--- config.mk ---
export PLATFORM = sky130hd
export DESIGN_NAME = sbuf_tdma_drain
export DESIGN_NICKNAME = d
export VERILOG_FILES = /design/src/rtl/sbuf_pkg.sv /design/src/rtl/sbuf_ctrl.sv /design/src/rtl/sbuf_store.sv /design/src/rtl/sbuf_tdma_drain.sv
export SDC_FILE = /design/constraint.sdc
export NUM_CORES = 1
export LEC_CHECK = 0
export BUFFER_PORTS_ARGS = -buffer_cell sky130_fd_sc_hd__buf_2
export CORE_ASPECT_RATIO = 1.5
export CORE_MARGIN = 3
export CORE_UTILIZATION = 49
export CTS_BUF_LIST = sky130_fd_sc_hd__clkbuf_2 sky130_fd_sc_hd__clkbuf_4 sky130_fd_sc_hd__clkbuf_8
export DETAILED_ROUTE_END_ITERATION = 8
export PLACE_DENSITY = 0.79
export SLEW_MARGIN = 25
export SYNTH_ARGS = -nofsm -noshare
export SYNTH_HDL_FRONTEND = slang
export SYNTH_SLANG_ARGS = --single-unit
--- constraint.sdc ---
create_clock -name clk -period 4.2 [get_ports clk]
set_input_delay 0.63 -clock clk [delete_from_list [all_inputs] [get_ports clk]]
set_output_delay 0.63 -clock clk [all_outputs]
set_load 0.02 [all_outputs]
--- src/rtl/sbuf_pkg.sv ---
package sbuf_pkg;
    localparam int unsigned DEF_DEPTH  = 2;
    localparam int unsigned DEF_ADDR_W = 32;
    localparam int unsigned DEF_DATA_W = 32;

    function automatic int unsigned ptr_width(input int unsigned depth);
        return (depth > 1) ? $clog2(depth) : 1;
    endfunction

    function automatic int unsigned cnt_width(input int unsigned depth);
        return $clog2(depth + 1);
    endfunction
endpackage

--- src/rtl/sbuf_ctrl.sv ---
module sbuf_ctrl
    import sbuf_pkg::*;
#(
    parameter int unsigned DEPTH = DEF_DEPTH,
    localparam int unsigned PW = ptr_width(DEPTH),
    localparam int unsigned CW = cnt_width(DEPTH)
) (
    input  logic          clk,
    input  logic          rst_n,
    input  logic          push_req,
    input  logic          slot_active,
    output logic          can_push,
    output logic          push,
    output logic          pop,
    output logic [PW-1:0] wr_ptr,
    output logic [PW-1:0] rd_ptr,
    output logic [CW-1:0] count
);
    typedef struct packed {
        logic [PW-1:0] wr;
        logic [PW-1:0] rd;
        logic [CW-1:0] cnt;
    } ctrl_t;

    ctrl_t st_d, st_q;

    function automatic logic [PW-1:0] bump(input logic [PW-1:0] p);
        return (p == PW'(DEPTH - 1)) ? '0 : p + PW'(1);
    endfunction

    always_comb begin
        st_d     = st_q;
        pop      = slot_active && (st_q.cnt != '0);
        can_push = (st_q.cnt != CW'(DEPTH)) || pop;
        push     = push_req && can_push;
        if (push) st_d.wr = bump(st_q.wr);
        if (pop)  st_d.rd = bump(st_q.rd);
        case ({push, pop})
            2'b10:   st_d.cnt = st_q.cnt + CW'(1);
            2'b01:   st_d.cnt = st_q.cnt - CW'(1);
            default: st_d.cnt = st_q.cnt;
        endcase
    end

    always_ff @(posedge clk) begin
        if (!rst_n) st_q <= '0;
        else        st_q <= st_d;
    end

    assign wr_ptr = st_q.wr;
    assign rd_ptr = st_q.rd;
    assign count  = st_q.cnt;

    // occupancy never passes the depth
    a_r2_no_overflow: assert property (@(posedge clk) disable iff (!rst_n)
        st_q.cnt <= CW'(DEPTH));
    // a full queue with a waiting store and a send takes the store at once
    a_r6_refill_same_cycle: assert property (@(posedge clk) disable iff (!rst_n)
        (st_q.cnt == CW'(DEPTH) && slot_active && push_req) |=> (st_q.cnt == CW'(DEPTH)));
endmodule

--- src/rtl/sbuf_store.sv ---
module sbuf_store
    import sbuf_pkg::*;
#(
    parameter int unsigned DEPTH = DEF_DEPTH,
    parameter int unsigned W     = DEF_ADDR_W + DEF_DATA_W,
    localparam int unsigned PW   = ptr_width(DEPTH)
) (
    input  logic          clk,
    input  logic          we,
    input  logic [PW-1:0] wr_ptr,
    input  logic [W-1:0]  wdata,
    input  logic [PW-1:0] rd_ptr,
    output logic [W-1:0]  rdata
);
    logic [W-1:0] mem_q [DEPTH];

    for (genvar i = 0; i < DEPTH; i++) begin : g_entry
        logic [W-1:0] ent_d;
        always_comb begin
            ent_d = mem_q[i];
            if (we && (wr_ptr == PW'(i))) ent_d = wdata;
        end
        always_ff @(posedge clk) mem_q[i] <= ent_d;
    end

    assign rdata = mem_q[rd_ptr];
endmodule

--- src/rtl/sbuf_tdma_drain.sv ---
module sbuf_tdma_drain
    import sbuf_pkg::*;
#(
    parameter int unsigned DEPTH  = DEF_DEPTH,
    parameter int unsigned ADDR_W = DEF_ADDR_W,
    parameter int unsigned DATA_W = DEF_DATA_W
) (
    input  logic              clk,
    input  logic              rst_n,
    input  logic              st_valid,
    output logic              st_ready,
    input  logic [ADDR_W-1:0] st_addr,
    input  logic [DATA_W-1:0] st_data,
    input  logic              slot_active,
    output logic              bus_valid,
    output logic [ADDR_W-1:0] bus_addr,
    output logic [DATA_W-1:0] bus_data
);
    localparam int unsigned PW = ptr_width(DEPTH);
    localparam int unsigned CW = cnt_width(DEPTH);
    localparam int unsigned EW = ADDR_W + DATA_W;

    logic          push, pop, can_push;
    logic [PW-1:0] wr_ptr, rd_ptr;
    logic [CW-1:0] count;
    logic [EW-1:0] head;

    sbuf_ctrl #(.DEPTH(DEPTH)) u_ctrl (
        .clk(clk), .rst_n(rst_n), .push_req(st_valid), .slot_active(slot_active),
        .can_push(can_push), .push(push), .pop(pop),
        .wr_ptr(wr_ptr), .rd_ptr(rd_ptr), .count(count)
    );

    sbuf_store #(.DEPTH(DEPTH), .W(EW)) u_store (
        .clk(clk), .we(push), .wr_ptr(wr_ptr), .wdata({st_addr, st_data}),
        .rd_ptr(rd_ptr), .rdata(head)
    );

    assign st_ready  = can_push;
    assign bus_valid = pop;
    assign {bus_addr, bus_data} = head;

    // no send outside the core's slot
    a_r3_slot_only: assert property (@(posedge clk) disable iff (!rst_n)
        bus_valid |-> slot_active);
    // nothing is sent from a queue that was empty at the start of the cycle
    a_r5_no_write_through: assert property (@(posedge clk) disable iff (!rst_n)
        (count == '0) |-> !bus_valid);
    // whenever a send frees an entry the core may issue
    a_r6_ready_on_send: assert property (@(posedge clk) disable iff (!rst_n)
        bus_valid |-> st_ready);
    // a stall means the queue is full
    a_r2_stall_only_full: assert property (@(posedge clk) disable iff (!rst_n)
        !st_ready |-> (count == CW'(DEPTH)));
endmodule

==> impl.org, run 1 <==
** Worst setup path
- Along the worst path, the maximum fanout reaches 37.
- The slowest stage of the critical path is the sky130_fd_sc_hd__dfxtp_2 cell.
- Cell-by-cell trace of the critical path :: buf_4 -> mux2_2 -> buf_2
- At the worst endpoint, the arrival time is 2.31 ns.
- STA classifies the critical path endpoint as an output pin.
- Depth of the most critical reg-to-reg path :: 4
- Register-to-register setup slack :: 2.26 ns
- In this design, the stage delay of the slowest critical-path cell is 0.75 ns.
- Grouping stages by cell kind, the critical path spends the most delay in flip-flops.
- Reg-to-reg critical path endpoint :: u_store.mem_q[0][11]$_DFFE_PP_
- Reg-to-Reg Start :: u_ctrl.count[1]$_SDFFE_PN0P_
- Data required time at the worst endpoint :: ~3.6 ns
- The worst setup path is of the register to output pin kind.
- The number of buffers and inverters on the critical path is 2.
- Startpoint types :: register

** Logic synthesis
- For this run, the register share of the synthesized area comes to 81.45%.
- Synthesis produced 227 cells.
- Yosys printed 0 warnings.
- Synthesis inferred 133 register bits.
- Averaged over all synthesized cells, the footprint is approximately 21 µm².
- In this run the cell area of the synthesized design comes to between 4000 and 5000 µm².
- Nets in the synthesized netlist :: 295
- The share of synthesized area in the top cell type comes to between 70% and 80%.
- Cell types occupying the most area after synthesis :: sky130_fd_sc_hd__edfxtp_1, sky130_fd_sc_hd__mux2_2, sky130_fd_sc_hd__dfxtp_1
- Synthesis instantiated 19 different standard cells from the library.
- Synth area leader :: sky130_fd_sc_hd__edfxtp_1

** STA
- After layout, the worst path uses approximately 70% of the clock period.
- Highest clock frequency the design can meet :: 340.6 MHz
- Setup ws final :: 1.264 ns
- Setup repair after global routing left no endpoint under its margin.
- For the finished layout, the period the worst path requires is 2.936 ns.
- Transition time of the tightest slew-check pin :: 0.7221 ns
- Final Max Slew Viols :: 0
- After routing, the total negative slack on setup checks comes to 0 ns.
- Final hold viol count :: 0
- Measured against its own limit, the worst slew margin works out to about half.
- Setup violations remaining at the end of the flow were counted as 0.
- On the final layout, the worst clock skew is 0.009201 ns.

** Route
- Iter 0 DRT Violations :: 123
- Number of routed nets with antenna violations :: 0
- DRT Wirelength :: roughly 8700 µm
- Detailed-route via count :: 2515
- Detailed Routing Iterations Pass 1 :: 4
- Dividing the detail-routed wire length by the instance count gives 17.32 µm.
- Post-DR vias/cell :: 5.030
- In the routed design, unresolved DRC markers number 0.

** Cells and area
- In the final design database the tool counted 444 nets.
- From synthesis to final layout, the design area changed by 24.01%.
- N_diodes :: 0
- Share of cells above drive strength 1 :: 60.31%
- For this run, the number of standard cells in the final layout without fillers is 500.

** Placed design
- During placement, the flow inserted port buffers numbering 133.
- Including well taps, the total number of placed cells is ~470.
- Placement Setup Slack :: between 1.5 and 2 ns
- Detailed placement finished with a half-perimeter wire length of 5912 µm.
- Routability-driven placement finished with a final weighted congestion of roughly 0.73.

** Clocking
- Setup Buffers After CTS :: 0
- Number of instances resized during post-cts repair :: 0
- After clock tree synthesis, the clock-pin slew on the worst setup and hold paths is 0.07 ns.
- The clock passes through at most 2 buffers.
- Buffers inserted during clock tree synthesis total 17.
- The cell sitting at the root of the clock tree is a sky130_fd_sc_hd__clkbuf_8.
- For the worst-skew pair, the clock arrives at the later sink with an insertion delay of 0.42 ns.
- The clock tree synthesis step divided the H-tree into 4 levels.
- Number of sinks driven by the clock tree :: 133
- TritonCTS built the clock tree.
- The number of hold buffers added after CTS was 0.

** Power
- In this run the static leakage power is 2.248 nW.
- Worst IR drop on VDD :: 295.7 µV
- Pwr Density :: approximately 470 nW/µm²

** Floorplan
- Area of the core region :: 9415 µm²
- Once the floorplan was initialized, standard cells occupied 51.43% of the core.
- Row generation in the floorplan step produced 43 rows.
- The floorplan step defined a die boundary enclosing 11140 µm².
- Number of primary I/O pins :: 134
- Y dimension of the die :: 127.8 µm
- Chip width :: between 80 and 90 µm

** Global route
- Entering global routing, the biggest net connects 42 pins.
- Total grt overflow :: 0
- The initial antenna violation count is 1.
- Global-route wire length before repair :: 12830 µm
- Via count of the first global-routing pass :: 2626
- All-Layer GR Usage :: 15.91%

** Run status
- The flow ran to the end, and the final reports show no timing, DRC or antenna violations.

** Hold path
- Class of the tightest hold or removal check :: input port to register
- Counting instances, the worst hold path has a depth of 1.
- The path with the worst hold slack has its endpoint at u_store.mem_q[0][53]$_DFFE_PP_.
- Beginning of the worst hold path :: st_addr[21]

** Run
- Across the run, the number of max-cap violations was 0.
[layout make-up]
cell class                      count  area (µm²)
Clock inverter                     12       90.09
Clock buffer                       19       249.0
Fill cell                         686        3411
Multi-Input combinational cell     86       868.3
Sequential cell                   133        3945
Tap cell                          112       140.1
Timing Repair Buffer              137       708.2
Inverter                            1       3.754
[worst max path at each step]
stage | depth (start not counted) | slack, ns | endpoint | from
6_report | 3 | 1.26 | bus_addr[19] | register
5_1_grt | 3 | 1.09 | bus_data[9] | register
4_1_cts | 3 | 1.19 | bus_addr[12] | register
3_5_place_dp | 3 | 1.66 | bus_data[27] | register
3_3_place_gp | 3 | 1.69 | bus_data[27] | register
2_1_floorplan | 3 | 0.16 | u_store.mem_q[0][0]$_DFFE_PP_ | slot_active
[flip-flops by register name (all words and copies together), names as in the netlist, named ones only]
register	count
u_store.mem_q	128
u_ctrl.rd_ptr	1
u_ctrl.wr_ptr	1
u_ctrl.count	2
[metrics by stage]
step / hold WS (ns) / cell area, µm² / power [mW] / util, %
3_5_place_dp: 0.5107 / 5665 / 1.960 / 60.17
5_1_grt: 0.3494 / 6005 / 2.948 / 63.77
3_3_place_gp: 0.4974 / 5665 / 1.947 / 60.17
6_report: 0.3993 / 6005 / 2.824 / 63.77
2_1_floorplan: 0.4549 / 4842 / 1.821 / -
4_1_cts: 0.3630 / 6005 / 2.865 / 63.77
[cells in the mapped netlist]
cell                       instances
sky130_fd_sc_hd__or3b_4            1
sky130_fd_sc_hd__edfxtp_1        128
sky130_fd_sc_hd__xor2_1            1
sky130_fd_sc_hd__o21a_2            1
sky130_fd_sc_hd__nand2b_1          2
sky130_fd_sc_hd__a21oi_1           3
sky130_fd_sc_hd__buf_2             7
sky130_fd_sc_hd__nor2b_1           1
sky130_fd_sc_hd__nor3_1            1
sky130_fd_sc_hd__nand2_1           2
sky130_fd_sc_hd__o21a_1            1
sky130_fd_sc_hd__and3_1            1
sky130_fd_sc_hd__dfxtp_1           5
sky130_fd_sc_hd__nand2_2           1
sky130_fd_sc_hd__nor2_1            4
sky130_fd_sc_hd__mux2i_1           2
sky130_fd_sc_hd__inv_1             1
sky130_fd_sc_hd__mux2_2           64
sky130_fd_sc_hd__xnor2_1           1
[kinds of logic (layout without fill, tap and decap cells)]
kind of cell    after synthesis  after routing  share of synthesized area, %
compound gates                5              5                        0.6460
xor+xnor                      2              2                        0.3618
buf+inv                       8            169                        0.8009
flops                       133            133                         81.45
mux                          66             66                         15.30
simple gates                 13             13                         1.447
[routing by layer]
metal / wire, µm / vias up / GRT usage, %
li1: - / 1189 / -
met2: 4792 / 88 / 27.79
met1: 3104 / 1218 / 16.02
met3: 557 / 18 / 6.945
met5: 9 / - / 0
met4: 196 / 2 / 7.317
[power breakdown]
group	switching (mW)	leakage (nW)	internal, mW
combinational	0.207	0.842	0.146
sequential	0.0284	1.24	1.54
clock	0.436	0.164	0.464
[cell usage in the layout (no fill, tap or decap)]
| master | n |
|---|---|
| sky130_fd_sc_hd__xnor2_1 | 1 |
| sky130_fd_sc_hd__dfxtp_2 | 1 |
| sky130_fd_sc_hd__buf_4 | 3 |
| sky130_fd_sc_hd__nor2b_1 | 1 |
| sky130_fd_sc_hd__and3_2 | 1 |
| sky130_fd_sc_hd__clkinv_1 | 4 |
| sky130_fd_sc_hd__clkinv_2 | 3 |
| sky130_fd_sc_hd__nand2_1 | 2 |
| sky130_fd_sc_hd__clkbuf_4 | 2 |
| sky130_fd_sc_hd__edfxtp_1 | 128 |
| sky130_fd_sc_hd__buf_12 | 1 |
| sky130_fd_sc_hd__buf_2 | 133 |
| sky130_fd_sc_hd__clkinvlp_4 | 4 |
| sky130_fd_sc_hd__nor3_1 | 1 |
| sky130_fd_sc_hd__dfxtp_1 | 4 |
| sky130_fd_sc_hd__inv_1 | 1 |
| sky130_fd_sc_hd__or3b_4 | 1 |
| sky130_fd_sc_hd__nand2_2 | 1 |
| sky130_fd_sc_hd__a21oi_1 | 3 |
| sky130_fd_sc_hd__nor2_1 | 3 |
| sky130_fd_sc_hd__nand2b_1 | 2 |
| sky130_fd_sc_hd__o21a_2 | 1 |
| sky130_fd_sc_hd__mux2i_1 | 2 |
| sky130_fd_sc_hd__clkbuf_8 | 17 |
| sky130_fd_sc_hd__o21a_1 | 1 |
| sky130_fd_sc_hd__bufinv_16 | 1 |
| sky130_fd_sc_hd__nor2_4 | 1 |
| sky130_fd_sc_hd__xor2_1 | 1 |
| sky130_fd_sc_hd__mux2_2 | 64 |
Note: power is estimated with default switching activity, not from simulation.
==> inputs of run 2 (changes only) <==
--- a/config.mk
+++ b/config.mk
@@ -5,13 +5,14 @@
 export SDC_FILE = /design/constraint.sdc
 export NUM_CORES = 1
 export LEC_CHECK = 0
+export ABC_AREA = 1
 export BUFFER_PORTS_ARGS = -buffer_cell sky130_fd_sc_hd__buf_2
 export CORE_ASPECT_RATIO = 1.5
 export CORE_MARGIN = 3
 export CORE_UTILIZATION = 49
 export CTS_BUF_LIST = sky130_fd_sc_hd__clkbuf_2 sky130_fd_sc_hd__clkbuf_4 sky130_fd_sc_hd__clkbuf_8
 export DETAILED_ROUTE_END_ITERATION = 8
-export PLACE_DENSITY = 0.79
+export PLACE_DENSITY = 0.78
 export SLEW_MARGIN = 25
 export SYNTH_ARGS = -nofsm -noshare
 export SYNTH_HDL_FRONTEND = slang
==> constraint.sdc (replaced) <==
create_clock -name clk -period 2.5 [get_ports clk]
set_input_delay 0.375 -clock clk [delete_from_list [all_inputs] [get_ports clk]]
set_output_delay 0.375 -clock clk [all_outputs]
set_load 0.02 [all_outputs]
==> run 2 against run 1 <==
  * Wire length is 6.9% higher
  * Global-route usage is 0.067 points higher
  * Clock skew is 0.0044 ns lower
  * Highest routed layer unchanged
  * Die area is 6.6% higher
  * Synthesized cell count is 4.4% higher
  * Area after synthesis is 7.0% higher
  * Critical path type unchanged
  * Largest power group unchanged
  * Hold slack worse by 0.26 ns
==> impl.org, run 2 <==
** Worst setup path
- Data on the critical path is required at its endpoint by 2.12 ns.
- Largest incremental delay on the critical path :: 0.66 ns
- On the critical path the largest part of the delay comes from flip-flops.
- Type of element capturing the critical path :: output pin
- For the worst setup path, the data arrival time is around 1.9 ns.
- The critical path goes through buf_4 -> mux2_4 -> buf_2.
- Buffering stage count on the worst path with inverters included :: 2
- Cell with the largest stage delay on the worst path :: sky130_fd_sc_hd__dfxtp_4
- Startpoint types :: register
- Of all nets on the critical path, the largest fanout is 27.
- The worst setup path is of the register to output pin kind.

** Clocking
- Clock tree from TritonCTS :: yes
- For this design, the sink count on the clock tree is 133.
- Num CTS Buffers :: 17
- Number of instances resized during post-cts repair :: 0
- Setup Buffers After CTS :: 0
- At the later pin of the worst-skew pair, clock insertion delay measures 0.42 ns.
- Buffers inserted to repair hold after CTS numbered 0.
- Clock root buffer master :: sky130_fd_sc_hd__clkbuf_8
- After clock tree synthesis, the clock-pin slew on the worst setup and hold paths is 0.07 ns.
- Maximum clock path buffer count :: 2
- The H-tree generated during clock tree synthesis spans 4 levels.

** Hold path
- The path class of the tightest hold or removal check is input port to register.

** Cells and area
- The post-route netlist has between 50% and 60% of its cells at a drive strength greater than 1.
- In the final design database the tool counted 458 nets.
- Leaving out fill and tap cells, the most frequent cell in the layout is sky130_fd_sc_hd__buf_2.
- Relative to the synthesized area, the layout overhead comes to 21.99%.
- Most frequent cells in the layout :: sky130_fd_sc_hd__buf_2, sky130_fd_sc_hd__edfxtp_1, sky130_fd_sc_hd__mux2_4
- Max reg flops :: around 130
- N_diodes :: 0
- Counting flops per register, the top entry is u_store.mem_q.

** Logic synthesis
- In this run, distinct cell masters in the synthesized netlist total 19.
- Most instantiated library cell after synthesis :: sky130_fd_sc_hd__edfxtp_1
- Async set-reset flop share out of synthesis :: 0%
- Synth top area share :: roughly three quarters
- For this run, the leading register cell type out of synthesis is sky130_fd_sc_hd__edfxtp_1.
- Sorting the synthesized cells by area gives the leading types as sky130_fd_sc_hd__edfxtp_1, sky130_fd_sc_hd__mux2_4, sky130_fd_sc_hd__buf_12.
- Total of warnings raised by yosys :: 0
- Post-synthesis instance area :: 5182 µm²
- Counting every net in the synthesized netlist gives 305.
- The synthesized design contains 133 register bits.
- In the synthesized netlist, the cells that appear most often are sky130_fd_sc_hd__edfxtp_1, sky130_fd_sc_hd__mux2_4, sky130_fd_sc_hd__inv_1, sky130_fd_sc_hd__nand2_1, sky130_fd_sc_hd__buf_12.
- Average instance area after synthesis :: 21.87 µm²
- Part of the Yosys area used for sequential elements :: 76.10%
- Cell count after synthesis :: about 240
- The biggest area contributor in the post-synthesis netlist is sky130_fd_sc_hd__edfxtp_1.
- In this run, synthesis inferred 128 flip-flops with an integrated enable.

** Global route
- Gr busiest metal :: met2
- For met2 alone, demand over resource in global routing was about 30%.
- Global routing consumed, on the met1 layer, 15.63% of the routing resources.
- Global routing finished with a remaining overflow of 0.
- Across every metal layer, demand over resource in global routing totals between 10% and 20%.
- Antenna violations before repair :: 1
- Pin count of the biggest net entering global routing :: 37
- The via count of the first global-routing pass is 2772.
- Global routing usage on met3 :: under 10%
- The first global-routing pass estimated approximately 14000 µm of wire.

** Floorplan
- Number of primary I/O pins :: roughly 130
- The floorplan step set the die height to 132.0 µm.
- Total number of placement rows :: 45
- Area of the core region :: 10250 µm²
- Measured along the x axis, the die boundary spans 89.97 µm.
- The initial utilization of the core area, before any placement, comes to 50.57%.
- The die covers around 12000 µm².

** STA
- After routing, the total negative slack on setup checks comes to 0 ns.
- Post-route minimum period :: 2.258 ns
- The number of pins with negative max-slew slack in the final report is 0.
- Highest clock frequency the design can meet :: 442.9 MHz
- Headroom to the max-slew limit came out at 66.98%.
- Transition time of the tightest slew-check pin :: 0.4953 ns
- The number of hold violations in the final report came to 0.
- Setup repair after global routing left no endpoint under its margin.
- Across the routed clock network, the largest skew measured is 0.004796 ns.
- Period utilisation layout :: between 90% and 100%
- Hold is met by 0.1403 ns.
- Setup violations remaining at the end of the flow were counted as 0.

** Power
- Pwr Density :: 759.2 nW/µm²
- Static power due to leakage :: between 2 and 3 nW
- Worst IR drop on VDD :: roughly 470 µV
- The design draws 4.800 mW.

** Placed design
- The wire-length estimate of the detail-placed layout is 6543 µm.
- Buffers placed on the I/O ports in this run total 133.
- Routability-driven placement finished with a final weighted congestion of 0.7013.

** Route
- Dividing the detail-routed via count by the number of cells gives 4.816.
- The first detailed-routing pass ran for 4 iterations.
- Iter 0 DRT Violations :: between 100 and 150
- DRC :: 0
- Dividing the detail-routed wire length by the instance count gives 17.02 µm.
- Number of routed nets with antenna violations :: 0
- DRT Wirelength :: 9257 µm
- The routed layout has 2620 vias.

** Run
- Number of max-cap violations :: 0

** Run status
- The flow ran to the end, and the final reports show no timing, DRC or antenna violations.
-- run 2: kinds of logic after synthesis --
group | count (synthesis) | share of synthesized area (%)
multiplexers | 64 | 18.25
AO/OA/AOI/OAI | 8 | 0.8932
buffers and inverters | 15 | 3.115
flip-flops | 133 | 76.10
AND/OR/NAND/NOR | 17 | 1.642
-- run 2: worst paths after layout --
path / endpoint / depth (start not counted) / startpoint / slack [ns]
setup / recovery: bus_data[13] / 3 / register / 0.24
hold / removal: u_store.mem_q[0][7]$_DFFE_PP_ / 1 / st_data[7] / 0.14
setup reg to reg: u_store.mem_q[0][55]$_DFFE_PP_ / 5 / u_ctrl.count[0]$_SDFFE_PN0P_ / 0.88
hold reg to reg: register / 1 / u_ctrl.rd_ptr$_SDFFE_PN0P_ / 0.45
-- run 2: power breakdown --
group          switching (mW)  internal (mW)  leakage, nW
clock                   0.736          0.781        0.180
combinational           0.345          0.295         1.11
sequential             0.0566           2.59         1.24
total                    1.14           3.66         2.53
-- run 2: final cells by class --
| class | instances | area (µm²) |
|---|---|---|
| clock buffers | 19 | 249.0 |
| clock inverters | 13 | 91.34 |
| fillers | 798 | 3925 |
| inverters | 8 | 30.03 |
| multi-input cells | 89 | 1090 |
| flip-flops and latches | 133 | 3948 |
| well taps | 141 | 176.4 |
| repair buffers | 141 | 738.2 |
-- run 2: metal layers --
layer	wire, µm	share of wire [%]
met2	5253	57
met4	207	2.2
met5	7	0.076
met3	501	5.4
met1	3287	36
-- run 2: stage by stage --
step,worst slack [ns],instance area [µm²],instances,utilization [%]
final,0.2424,6322,544,61.70
after global routing,0.1507,6322,544,61.70
after detailed placement,0.6805,5982,512,58.38
after floorplan,0.3919,5195,237,-
after global placement,0.7006,5982,512,58.38
after CTS,0.1948,6322,544,61.70
-- run 2: worst register-to-register path, stage by stage, from the launching register on --
cell and delay, ns:
sky130_fd_sc_hd__dfxtp_1 0.43, sky130_fd_sc_hd__inv_2 0.09, sky130_fd_sc_hd__nand3_2 0.10, sky130_fd_sc_hd__nand2_2 0.10
sky130_fd_sc_hd__nor2_4 0.10, sky130_fd_sc_hd__buf_4 0.43
==> inputs of run 3 (changes only) <==
--- a/config.mk
+++ b/config.mk
@@ -6,7 +6,7 @@
 export NUM_CORES = 1
 export LEC_CHECK = 0
 export ABC_AREA = 1
-export BUFFER_PORTS_ARGS = -buffer_cell sky130_fd_sc_hd__buf_2
+export BUFFER_PORTS_ARGS = -buffer_cell sky130_fd_sc_hd__buf_4
 export CORE_ASPECT_RATIO = 1.5
 export CORE_MARGIN = 3
 export CORE_UTILIZATION = 49
==> run 3 against run 2 <==
  * Sequential share of layout area shrank 4.0 points
  * Hold slack better by 0.0021 ns
  * Worst setup slack better by 0.11 ns
  * Combinational power grew 15%
  * Final cell count down 0.18%
  * Global-route usage hardly changed
  * Flip-flop and latch count is the same
  * First-iteration DRC count fell by 30%
  * Clock-buffer cell count decreased by 2
  * Critical path depth stayed put
  * Critical endpoint is now bus_addr[27]
  * Largest cell class unchanged
==> impl.org, run 3 (synthesized netlist as in run 2, its figures left out) <==
** Run status
- Outcome :: finished, final reports clean

** Clocking
- In this run the clock root is driven by a sky130_fd_sc_hd__clkbuf_8.
- Number of instances resized during post-cts repair :: 0
- The tree built by TritonCTS fans out to 133 sinks.
- No sink is reached through more buffers than the 2 on the longest clock path.
- Later-pin clock latency in the skew report :: 0.41 ns
- In this run the number of H-tree levels came out at 4.
- Clock-pin slew was measured on the worst setup and hold paths at 0.07 ns.
- Clock tree from TritonCTS :: yes
- Buffers added to address setup during post-CTS repair amount to 0.
- Hold repair after CTS inserted 0 buffers.
- Num CTS Buffers :: 17

** Worst setup path
- Termination of the worst setup path :: bus_addr[27]
- In this run the critical register-to-register path is captured at u_store.mem_q[0][25]$_DFFE_PP_.
- Worst setup path class :: register to output pin
- Cell-by-cell trace of the critical path :: buf_12 -> mux2_4 -> buf_4
- Critical path arrival :: 1.78 ns
- Type of element capturing the critical path :: output pin
- Cell with the largest stage delay on the worst path :: sky130_fd_sc_hd__dfxtp_4
- Data required time at the worst endpoint :: 2.12 ns
- The startpoint identified for the worst register-to-register timing path is u_ctrl.count[0]$_SDFFE_PN0P_.
- Critical path fanouts, max :: 30
- Register-to-register setup slack :: 0.81 ns
- Largest incremental delay on the critical path :: 0.56 ns
- For the worst flop-to-flop path, the logic depth is 5.
- Startpoint types :: register

** STA
- Final hold viol count :: 0
- Highest clock frequency the design can meet :: 465.1 MHz
- Worst max-slew margin expressed relative to the limit :: 61.76%
- Post-route minimum period :: 2.150 ns
- Total negative slack :: 0 ns
- Transition time of the tightest slew-check pin :: 0.5736 ns
- The number of pins with negative max-slew slack in the final report is 0.
- Setup violations, final :: 0
- Setup repair after global routing missed its margin :: false
- The clock arrives with 0.007637 ns of skew.
- In the finished design, the share of the clock period the worst path needs comes to 86.01%.

** Power
- The worst-case IR drop observed on VDD is 518.4 µV.
- Pwr Density :: 788.8 nW/µm²
- Total power of the final layout :: roughly 5.3 mW
- Static power due to leakage :: 2.675 nW

** Floorplan
- Total die area :: 11870 µm²
- In this run the count of I/O pins placed on the die edge is between 100 and 150.
- For this configuration, the core starts out at a cell density of 50.57%.
- Chip width :: 89.97 µm
- Area of the core region :: 10250 µm²
- Total number of placement rows :: between 40 and 50
- Measured along the y axis, the die boundary spans 132.0 µm.

** Cells and area
- Top register by number of flip-flops :: u_store.mem_q
- The library cell used most frequently in the layout, excluding fill and tap cells, is sky130_fd_sc_hd__buf_4.
- Relative to the synthesized area, the layout overhead comes to 30.30%.
- Final Net Count :: 457
- The filler cells instantiated in the layout total 737.
- Share of cells above drive strength 1 :: between 50% and 60%
- Excluding fillers, the count of instances in the completed layout stands at 543.
- 0 antenna diodes ended up in the layout.
- Max reg flops :: ~130
- Summed area of non-filler cells in the final layout :: 6753 µm²
- Most frequent cells in the layout :: sky130_fd_sc_hd__buf_4, sky130_fd_sc_hd__edfxtp_1, sky130_fd_sc_hd__mux2_4

** Global route
- Met1 track demand over resource in global routing :: between 10% and 20%
- Global routing used 15.97% of the available tracks.
- Global routing usage on met3 :: 6.225%
- Met2 GRT Util :: 28.39%
- The via count of the first global-routing pass came to 2851.
- Global-route wire length before repair :: 14410 µm
- Pin count of the biggest net entering global routing :: 43
- Gr busiest metal :: met2
- The initial antenna violation count was 0.
- For this run the aggregate overflow at the end of global routing stands at 0.

** Route
- In this run, the number of DRC markers left after iteration 0 of detailed routing was 93.
- Detailed-route via count :: 2616
- Detailed Routing Iterations Pass 1 :: 4
- The count of nets left with antenna violations once routing finished came out at 0.
- DRC :: 0
- Post-DR vias/cell :: 4.818
- DRT Wirelength :: slightly above 9000 µm
- Average routed wire per standard cell :: 16.95 µm

** Placed design
- Final RePlAce weighted congestion :: between 0.7 and 0.8
- PortBufs :: about 130
- Summing all placed instances gives a cell area of 6307 µm².
- Placed cell count :: between 500 and 600
- Final HPWL DP :: approximately 6400 µm

** Run
- Across the run, the number of max-cap violations was 0.

** Hold path
- Class of the tightest hold or removal check :: input port to register
-- run 3: stage by stage --
stage | worst slack [ns] | utilization [%] | hold slack [ns]
after floorplan | 0.3919 | - | 0.4315
final | 0.3498 | 65.90 | 0.1424
after global placement | 0.7805 | 61.55 | 0.4352
after global routing | 0.2630 | 65.90 | 0.09500
after CTS | 0.2931 | 65.90 | 0.1056
after detailed placement | 0.7218 | 61.55 | 0.4485
-- run 3: how the worst min path moves through the flow --
| stage | from | end | slack, ns | cells after the start |
|---|---|---|---|---|
| floorplan | u_ctrl.rd_ptr$_SDFFE_PN0P_ | register | 0.43 | 1 |
| global placement | u_ctrl.rd_ptr$_SDFFE_PN0P_ | register | 0.44 | 1 |
| detailed placement | u_ctrl.rd_ptr$_SDFFE_PN0P_ | register | 0.45 | 1 |
| CTS | st_addr[18] | u_store.mem_q[1][50]$_DFFE_PP_ | 0.11 | 1 |
| global route | st_addr[13] | u_store.mem_q[0][45]$_DFFE_PP_ | 0.09 | 1 |
| finish | st_addr[17] | u_store.mem_q[0][49]$_DFFE_PP_ | 0.14 | 1 |
-- run 3: worst max-delay path: cells and delay by family (launching register included) --
family,cells,cell delay [ns]
flops,1,0.56
buf+inv,2,0.44
mux,1,0.33
-- run 3: layer usage --
layer,vias up,wire length (µm)
met5,-,0
met4,0,248
met3,16,544
met2,93,5150
met1,1281,3259
li1,1226,-
-- run 3: layout make-up --
type | instances | area [µm²] | area share [%]
clock buffers | 17 | 234.0 | 3.465
clock inverters | 15 | 211.5 | 3.131
multi-input cells | 89 | 1090 | 16.14
repair buffers | 140 | 1064 | 15.75
inverters | 8 | 30.03 | 0.4447
well taps | 141 | 176.4 | 2.613
flip-flops and latches | 133 | 3948 | 58.46
-- run 3: power breakdown --
group	leakage (nW)	switching (mW)	internal (mW)	total (mW)
registers	1.24	0.0482	2.59	2.63
clock network	0.216	0.781	1.18	1.96
logic	1.22	0.356	0.380	0.736
total	2.68	1.19	4.14	5.33
